==> config.mk <==
export PLATFORM = sky130hd
export DESIGN_NAME = alarm_intr_unit
export DESIGN_NICKNAME = d
export VERILOG_FILES = /design/src/rtl/alm_pkg.sv /design/src/rtl/alm_regs.sv /design/src/rtl/alm_match.sv /design/src/rtl/alm_irq.sv /design/src/rtl/alarm_intr_unit.sv
export SDC_FILE = /design/constraint.sdc
export NUM_CORES = 1
export LEC_CHECK = 0
export BUFFER_PORTS_ARGS = -buffer_cell sky130_fd_sc_hd__buf_2
export CAP_MARGIN = 5
export CORE_MARGIN = 3
export CORE_UTILIZATION = 58
export CTS_BUF_LIST = sky130_fd_sc_hd__clkbuf_4
export CTS_CLUSTER_DIAMETER = 200
export CTS_CLUSTER_SIZE = 12
export DETAILED_ROUTE_END_ITERATION = 10
export PLACE_DENSITY = 0.95
export SLEW_MARGIN = 25
export SYNTH_ARGS = -nofsm -noshare
export SYNTH_HDL_FRONTEND = slang
export SYNTH_SLANG_ARGS = --single-unit
==> constraint.sdc <==
create_clock -name clk_i -period 4 [get_ports clk_i]
set_input_delay 0.4 -clock clk_i [delete_from_list [all_inputs] [get_ports clk_i]]
set_output_delay 0.4 -clock clk_i [all_outputs]
set_load 0.1 [all_outputs]
==> src/rtl/alm_pkg.sv <==
package alm_pkg;
  localparam int unsigned FLAG_ADDR = 0;
  localparam int unsigned ALM_BASE  = 2;
  localparam int unsigned CTRL_ADDR = 6;
  localparam int unsigned AF_BIT    = 6;
  localparam int unsigned BATT_BIT  = 4;
  localparam int unsigned AE_BIT    = 7;
  localparam int unsigned ABE_BIT   = 5;
endpackage

==> src/rtl/alm_regs.sv <==
module alm_regs
  import alm_pkg::*;
#(
  parameter int unsigned DW = 8,
  parameter int unsigned AW = 4,
  parameter int unsigned NF = 4
) (
  input  logic                   clk_i,
  input  logic                   rst_ni,
  input  logic                   cs_i,
  input  logic                   wr_i,
  input  logic [AW-1:0]          addr_i,
  input  logic [DW-1:0]          wdata_i,
  input  logic                   pwrup_i,
  input  logic                   backup_i,
  input  logic                   af_i,
  input  logic                   batt_i,
  output logic [NF-1:0][DW-1:0]  alm_o,
  output logic                   ae_o,
  output logic                   abe_o,
  output logic [DW-1:0]          rdata_o
);
  logic [NF-1:0][DW-1:0] alm_q;
  logic ae_q, abe_q;
  logic wr_ok;

  assign wr_ok = cs_i & wr_i & ~backup_i;

  always_ff @(posedge clk_i or negedge rst_ni) begin
    if (!rst_ni) begin
      alm_q <= '0;
      ae_q  <= 1'b0;
      abe_q <= 1'b0;
    end else begin
      for (int i = 0; i < NF; i++)
        if (wr_ok && addr_i == AW'(ALM_BASE + i)) alm_q[i] <= wdata_i;
      if (pwrup_i) begin
        ae_q  <= 1'b0;
        abe_q <= 1'b0;
      end else if (wr_ok && addr_i == AW'(CTRL_ADDR)) begin
        ae_q  <= wdata_i[AE_BIT];
        abe_q <= wdata_i[ABE_BIT];
      end
    end
  end

  always_comb begin
    rdata_o = '0;
    if (!backup_i) begin
      if (addr_i == AW'(FLAG_ADDR)) begin
        rdata_o[AF_BIT]   = af_i;
        rdata_o[BATT_BIT] = batt_i;
      end else if (addr_i == AW'(CTRL_ADDR)) begin
        rdata_o[AE_BIT]  = ae_q;
        rdata_o[ABE_BIT] = abe_q;
      end
      for (int i = 0; i < NF; i++)
        if (addr_i == AW'(ALM_BASE + i)) rdata_o = alm_q[i];
    end
  end

  assign alm_o = alm_q;
  assign ae_o  = ae_q;
  assign abe_o = abe_q;

  assert_pwrup_clears_en_R9: assert property (@(posedge clk_i) disable iff (!rst_ni)
    pwrup_i |=> (!ae_q && !abe_q));

  assert_frozen_in_backup_R10: assert property (@(posedge clk_i) disable iff (!rst_ni)
    (backup_i && cs_i && wr_i) |=> $stable(alm_q));

  assert_backup_reads_zero_R10: assert property (@(posedge clk_i) disable iff (!rst_ni)
    backup_i |-> (rdata_o == '0));
endmodule

==> src/rtl/alm_match.sv <==
module alm_match #(
  parameter int unsigned FW = 7,
  parameter int unsigned NF = 4
) (
  input  logic                  clk_i,
  input  logic                  rst_ni,
  input  logic [NF-1:0][FW:0]   alm_i,
  input  logic [NF-1:0][FW-1:0] tm_i,
  output logic                  hit_o
);
  logic [NF-1:0] eq, msk, ord_ok;
  logic mode_ok;

  for (genvar g = 0; g < NF; g++) begin : g_fld
    assign eq[g]  = (alm_i[g][FW-1:0] == tm_i[g]);
    assign msk[g] = alm_i[g][FW];
    if (g < NF - 1) begin : g_ord
      // a masked field forces every coarser field to be masked
      assign ord_ok[g] = ~msk[g] | msk[g+1];
    end else begin : g_top
      assign ord_ok[g] = 1'b1;
    end
  end

  assign mode_ok = &ord_ok;
  assign hit_o   = ~mode_ok | (&(eq | msk));

  assert_all_masked_hits_R3: assert property (@(posedge clk_i) disable iff (!rst_ni)
    (&msk) |-> hit_o);

  assert_bad_mask_hits_R4: assert property (@(posedge clk_i) disable iff (!rst_ni)
    (!mode_ok) |-> hit_o);
endmodule

==> src/rtl/alm_irq.sv <==
module alm_irq
  import alm_pkg::*;
#(
  parameter int unsigned AW = 4
) (
  input  logic          clk_i,
  input  logic          rst_ni,
  input  logic          tick_i,
  input  logic          hit_i,
  input  logic          cs_i,
  input  logic          rd_i,
  input  logic          wr_i,
  input  logic [AW-1:0] addr_i,
  input  logic          backup_i,
  input  logic          ae_i,
  input  logic          abe_i,
  output logic          af_o,
  output logic          irq_pull_o
);
  logic af_q, acc, acc_q, set_af, clr_af, en;

  assign acc    = cs_i & (rd_i | wr_i) & (addr_i == AW'(FLAG_ADDR)) & ~backup_i;
  assign set_af = tick_i & hit_i;
  assign clr_af = acc_q & ~acc;

  always_ff @(posedge clk_i or negedge rst_ni) begin
    if (!rst_ni) begin
      af_q  <= 1'b0;
      acc_q <= 1'b0;
    end else begin
      acc_q <= acc;
      if (set_af)      af_q <= 1'b1;
      else if (clr_af) af_q <= 1'b0;
    end
  end

  assign en         = backup_i ? (ae_i & abe_i) : ae_i;
  assign irq_pull_o = af_q & en & ~acc;
  assign af_o       = af_q;

  assert_flag_set_on_hit_R3: assert property (@(posedge clk_i) disable iff (!rst_ni)
    (tick_i && hit_i) |=> af_q);

  assert_release_on_access_R8: assert property (@(posedge clk_i) disable iff (!rst_ni)
    (cs_i && (rd_i || wr_i) && addr_i == AW'(FLAG_ADDR) && !backup_i) |-> !irq_pull_o);

  assert_clear_after_access_R8: assert property (@(posedge clk_i) disable iff (!rst_ni)
    (acc_q && !acc && !(tick_i && hit_i)) |=> !af_q);

  assert_backup_gate_R7: assert property (@(posedge clk_i) disable iff (!rst_ni)
    (backup_i && !(ae_i && abe_i)) |-> !irq_pull_o);

  assert_no_irq_without_en_R6: assert property (@(posedge clk_i) disable iff (!rst_ni)
    (!ae_i) |-> !irq_pull_o);
endmodule

==> src/rtl/alarm_intr_unit.sv <==
module alarm_intr_unit #(
  parameter int unsigned DATA_W = 8,
  parameter int unsigned ADDR_W = 4,
  localparam int unsigned FW = DATA_W - 1,
  localparam int unsigned NF = 4
) (
  input  logic              clk_i,
  input  logic              rst_ni,
  input  logic              tick_i,
  input  logic [FW-1:0]     sec_i,
  input  logic [FW-1:0]     min_i,
  input  logic [FW-1:0]     hour_i,
  input  logic [FW-1:0]     date_i,
  input  logic              backup_i,
  input  logic              pwrup_i,
  input  logic              batt_low_i,
  input  logic              cs_i,
  input  logic              rd_i,
  input  logic              wr_i,
  input  logic [ADDR_W-1:0] addr_i,
  input  logic [DATA_W-1:0] wdata_i,
  output logic [DATA_W-1:0] rdata_o,
  output logic              irq_pull_o
);
  logic [NF-1:0][DATA_W-1:0] alm;
  logic [NF-1:0][FW-1:0]     tm;
  logic ae, abe, af, hit;

  assign tm = {date_i, hour_i, min_i, sec_i};

  alm_regs #(.DW(DATA_W), .AW(ADDR_W), .NF(NF)) u_regs (
    .clk_i, .rst_ni, .cs_i, .wr_i, .addr_i, .wdata_i, .pwrup_i, .backup_i,
    .af_i(af), .batt_i(batt_low_i), .alm_o(alm), .ae_o(ae), .abe_o(abe),
    .rdata_o
  );

  alm_match #(.FW(FW), .NF(NF)) u_match (
    .clk_i, .rst_ni, .alm_i(alm), .tm_i(tm), .hit_o(hit)
  );

  alm_irq #(.AW(ADDR_W)) u_irq (
    .clk_i, .rst_ni, .tick_i, .hit_i(hit), .cs_i, .rd_i, .wr_i, .addr_i,
    .backup_i, .ae_i(ae), .abe_i(abe), .af_o(af), .irq_pull_o
  );
endmodule

Yosys cells after proc, flatten, opt, wreduce, memory -nomap -nowiden --
Cells that the tools add are included.
Storage, ports and cells: register bits after elaboration 36, bits in latches 0, RAM bits 0, ROM bits 0, bits of input ports 49, output and inout port bits 9, word-level logic and storage cells 67, memories 0
Operators by class: add/subtract/negate cells 0, $mul 0, divide/modulo/power cells 0, $lt $le $gt $ge 0, equal/unequal tests 9, shift-type cells 0, muxes and demuxes 18, bitwise logic cells 22, reduce and logical (&&, ||, !) cells 10
Operators with widths (number):
- $mux 8 | 5
- $eq 7x7->1 | 4
- $mux 1 | 13
- $eq 4x3->1 const B | 3
- $and 1x1->1 | 10
- $eq 4x2->1 const B | 2
- $not 1->1 | 6
- $logic_and 1x1->1 | 5
- $or 1x1->1 | 5
- $logic_not 4->1 | 1
- $or 4x4->4 | 1
- $reduce_and 4->1 | 1
- $reduce_bool 2->1 | 2
- $reduce_and 3->1 | 1

Logic depth before layout (Yosys ltp) --
word-level depth 8, gate-level depth with buffers 7, gate-level depth less buffers 5

Modules after synthesis --
From an unflattened synthesis, not the netlist that was laid out.
Second synthesis, totals: cells, all modules 194, area, all modules 2175.8 µm²
Modules (own cells, without submodules):
- alm_regs | times used 1, cells each 141, area an instance 1730.4 µm², sequential area each 850.8 µm²
- alm_match | times used 1, cells each 43, area an instance 337.8 µm², sequential area each 0.0 µm²
- alm_irq | times used 1, cells each 10, area an instance 107.6 µm², sequential area each 50.0 µm²

Least setup slack after synthesis --
Ideal clock, no wire load.
kind input -> output, start point input port addr_i[0], end point output port rdata_o[2], arrival 3.353 ns, data required time 3.600 ns, path slack 0.247 ns, stages on the path 6, path buffers 2, cell sequence clkbuf_1 clkbuf_1 o21ai_0 a21oi_1 a21oi_1 nor3_1
Between the ends: longest elaborated chain between the ends 6, elaborated cells between the ends (all ways) 9, those cells by class eq/ne (4); mux (5)
RTL lines:
- start, declared | RTL line alarm_intr_unit.sv:20 | input logic [ADDR_W-1:0] addr_i,
- $eq 4x2->1 | RTL line alm_regs.sv:58 | if (addr_i == AW'(ALM_BASE + i)) rdata_o = alm_q[i];
- $mux 8 (3 in a row) | RTL line alm_regs.sv:58
- $mux 8 * | RTL line alm_regs.sv:58
- $mux 8 * | RTL line alm_regs.sv:49 | if (!backup_i) begin
- end, declared | RTL line alarm_intr_unit.sv:22 | output logic [DATA_W-1:0] rdata_o,
Every way passes the cells marked *; elsewhere a longest branch is shown, timed or not.

Worst setup path after layout --
start point input port addr_i[0], end point output port rdata_o[4]
Between the ends: longest elaborated chain between the ends 7, elaborated cells between the ends (all ways) 11, those cells by class eq/ne (4); mux (6); reduce/logical (1)
RTL lines:
- $logic_not 4->1 | RTL line alm_regs.sv:50 | if (addr_i == AW'(FLAG_ADDR)) begin
- $mux 1 | RTL line alm_regs.sv:50
- $mux 8 (3 in a row) | RTL line alm_regs.sv:58
- $mux 8 * | RTL line alm_regs.sv:58
- $mux 8 * | RTL line alm_regs.sv:49
Marked as above.

==> Implementation_results.wiki <==
{| class="wikitable"
! Metric !! Value
|-
| Count of final setup violators || 0
|-
| DRC violation count after routing || 0
|-
| Die Span X || 65.7 um
|-
| Sequential standard cell area || 901 um^2
|-
| Unrepaired setup endpoints after global routing || false
|-
| Synth-to-layout area growth || 19.3%
|-
| Clock tree from TritonCTS || built
|-
| Count of boundary I/O pins || 58
|-
| Number of placed instances with taps included || 284
|-
| Total of max-cap violations || 0
|-
| Arrival @ worst endpoint || 1950 ps
|-
| Cell type with the highest occurrence count on the critical path || buf_2
|-
| Highest-count cells in the layout ignoring fill and taps || buf_2 (57), mux2_2 (36), dfrtp_1 (36), xor2_1 (16), nor2_1 (15)
|-
| Power density relative to cell area || 379 mW/mm^2
|-
| Final nets || 294
|-
| Mapped Avg Cell Area || 11.0 um^2
|-
| Global placer's final weighted congestion || 0.973
|-
| CTS H-Tree Depth || 2
|-
| Number of antenna violations at the first check in global routing || 0
|-
| Final critical-path share of the clock period || 58.9%
|-
| Wire length of the first global-routing pass || 8470 um
|-
| Die Outline Area || 0.00431 mm^2
|-
| Overall power consumption || 0.932 mW
|-
| Antenna Diode Count || 0
|-
| Worst-Skew Late Latency || 360 ps
|-
| Worst setup path category || in -> out
|-
| Critical-path top delay cell || mux2_2
|-
| Cells along the critical path || buf_2, mux2_2, a22o_1, a222oi_1, nor2_1, buf_2
|-
| Pins over their slew limit || 0
|-
| Post-Synthesis Net Count || 236
|-
| Length of the first detailed-routing pass in iterations || 5
|-
| Upper clock frequency limit || 425 MHz
|-
| Non-filler instance count after layout || 292
|-
| Count of cells resized by post-cts repair || 0
|-
| Post-synthesis register bit count || 36
|-
| Worst endpoint required time || 3600 ps
|-
| Endpoint type of the worst setup path || output pin
|-
| Cell type with the highest aggregate area in the netlist || dfrtp_1
|-
| Crit-path max cell delay || 390 ps
|-
| Static leakage || 1.18 nW
|-
| Final clock skew || 11.8 ps
|-
| Global-route congestion overflow total || 0
|-
| Pin count of the biggest net entering global routing || 37
|-
| Fillers || 237
|-
| Avg Vias per Cell || 5.95
|-
| Buffers inserted during post-CTS setup optimization || 0
|-
| Most common cell after layout, fill and taps aside || buf_2
|-
| Clock root cell || clkbuf_4
|-
| Post-DP HPWL || 3970 um
|-
| Finished Core Util || 72.6%
|-
| Count of warnings emitted by yosys || 0
|-
| Detailed router's first-iteration violation count || 355
|-
| Maximum root-to-sink buffer count || 2
|-
| Distinct cells, synth || 30
|-
| Hold Violations, Final || 0
|-
| Wire per inst || 18.5 um
|-
| Worst Max-Slew Pin Slew || 818 ps
|-
| Final ANT Viol Nets || 0
|-
| Initial standard-cell utilization of the core || 60.9%
|-
| Number of clock sinks || 36
|-
| Minimum setup slack among reg-to-reg paths || 1910 ps
|-
| # port buffers || 57
|-
| Placeable Area || 0.00339 mm^2
|-
| Part of the Yosys area used for sequential elements || 43.6%
|-
| Clk pin slew, worst setup/hold paths || 120 ps
|-
| Combined area of the multi-input logic cells || 0.00113 mm^2
|-
| Cells taking the most area after synthesis || dfrtp_1 (44%), mux2_2 (20%), xor2_1 (6.8%)
|-
| Vias in the first global route || 1,690
|-
| Outcome || finished, final reports clean
|-
| Total Routed Length || 5400 um
|-
| Layout cells sized above 1 || 42.7%
|-
| Peak supply drop || 0.246 mV
|-
| Setup crit start kind || input pin
|-
| Max-Slew Margin vs Limit || 45.5%
|-
| Area share of the largest cell type after synthesis || 43.6%
|-
| Number of rows in the core area || 21
|-
| Worst hold-check path type || in -> async
|-
| Post-Synthesis Cells || 187
|-
| Tmin final || 2350 ps
|-
| Cell area after synthesis || 0.00206 mm^2
|-
| Global-route usage over all layers || 27.0%
|-
| Maximum fanout encountered on the critical timing path || 18
|-
| Setup TNS Final || 0 ps
|-
| Die height || 65.7 um
|-
| Hold slack final || 115 ps
|-
| Via count || 1,738
|-
| Hold_buf cts || 0
|-
| CTS Buf Count || 5
|}
==> sequential cells by signal (all words and copies together) (netlist names) <==
signal,flops
u_irq.acc_q,1
u_irq.af_o,1
u_regs.abe_o,1
u_regs.ae_o,1
u_regs.alm_o,32
==> cell families (layout without fill, tap and decap cells) <==
logic type | after synthesis | in the layout | share of synthesized area, %
buffers and inverters | 9 | 68 | 1.76
and+or+nand+nor | 46 | 46 | 11.8
AOI/OAI and AO/OA | 30 | 30 | 10.3
muxes | 38 | 38 | 20.6
DFF | 36 | 36 | 43.6
xor gates and xnor gates | 28 | 28 | 11.9
==> synthesized netlist by cell type (all sizes together) <==
cell type / count
and3: 2
o2111a: 1
o21ai: 5
nor2: 17
xor2: 16
o211ai: 3
a222oi: 4
dfrtp: 36
nor2b: 5
nor4: 4
nor3: 3
clkbuf: 4
nor3b: 2
mux2i: 2
a41oi: 4
a31oi: 1
a22o: 2
a22oi: 2
mux2: 36
and2: 2
a21oi: 8
nand2b: 1
or4: 1
xnor2: 12
nand2: 8
inv: 3
buf: 2
nor4b: 1
==> layout make-up <==
class / count / share of cell area [%]
Sequential cell: 36 / 36.6
Timing Repair Buffer: 57 / 11.6
Tap cell: 46 / 2.34
Clock buffer: 6 / 1.83
Inverter: 3 / 0.457
Multi-Input combinational cell: 142 / 45.8
Clock inverter: 2 / 1.42
==> per-stage QoR <==
step / setup WS [ps] / cell area (um^2)
floorplan: 247 / 2060
CTS: 1650 / 2460
finish: 1650 / 2460
detailed placement: 1670 / 2380
global placement: 1710 / 2380
global route: 1510 / 2460
==> worst max-delay path: cells and delay by family <==
kind	cells	cell delay, ps
buffers and inverters	2	590
AOI/OAI and AO/OA	2	500
muxes	1	390
and+or+nand+nor	1	60
==> worst paths after layout <==
path	depth (start not counted)	endpoint	start
max in group asynchronous	1	u_regs.ae_o	rst_ni
min in group clk_i	2	u_regs.ae_o	pwrup_i
min	1	u_regs.alm_o[27]	rst_ni
min reg2reg	1	u_regs.alm_o[1]	u_regs.alm_o[1]
max reg2reg	5	u_irq.af_o	u_regs.alm_o[14]
max	6	rdata_o[4]	addr_i[0]
==> power by group <==
part,internal (mW),switching [mW]
sequential,0.412,0.0532
combinational,0.101,0.100
clock,0.138,0.128
total,0.651,0.282
==> routing by layer <==
| metal | up-vias | global-route usage, % | routed length, um |
|---|---|---|---|
| li1 | 792 | - | - |
| met1 | 822 | 36.5 | 2330 |
| met2 | 102 | 40.8 | 2450 |
| met3 | 22 | 8.72 | 475 |
| met4 | 0 | 8.81 | 142 |
| met5 | - | 0 | 0 |
Power figures use the tool's default switching activity.
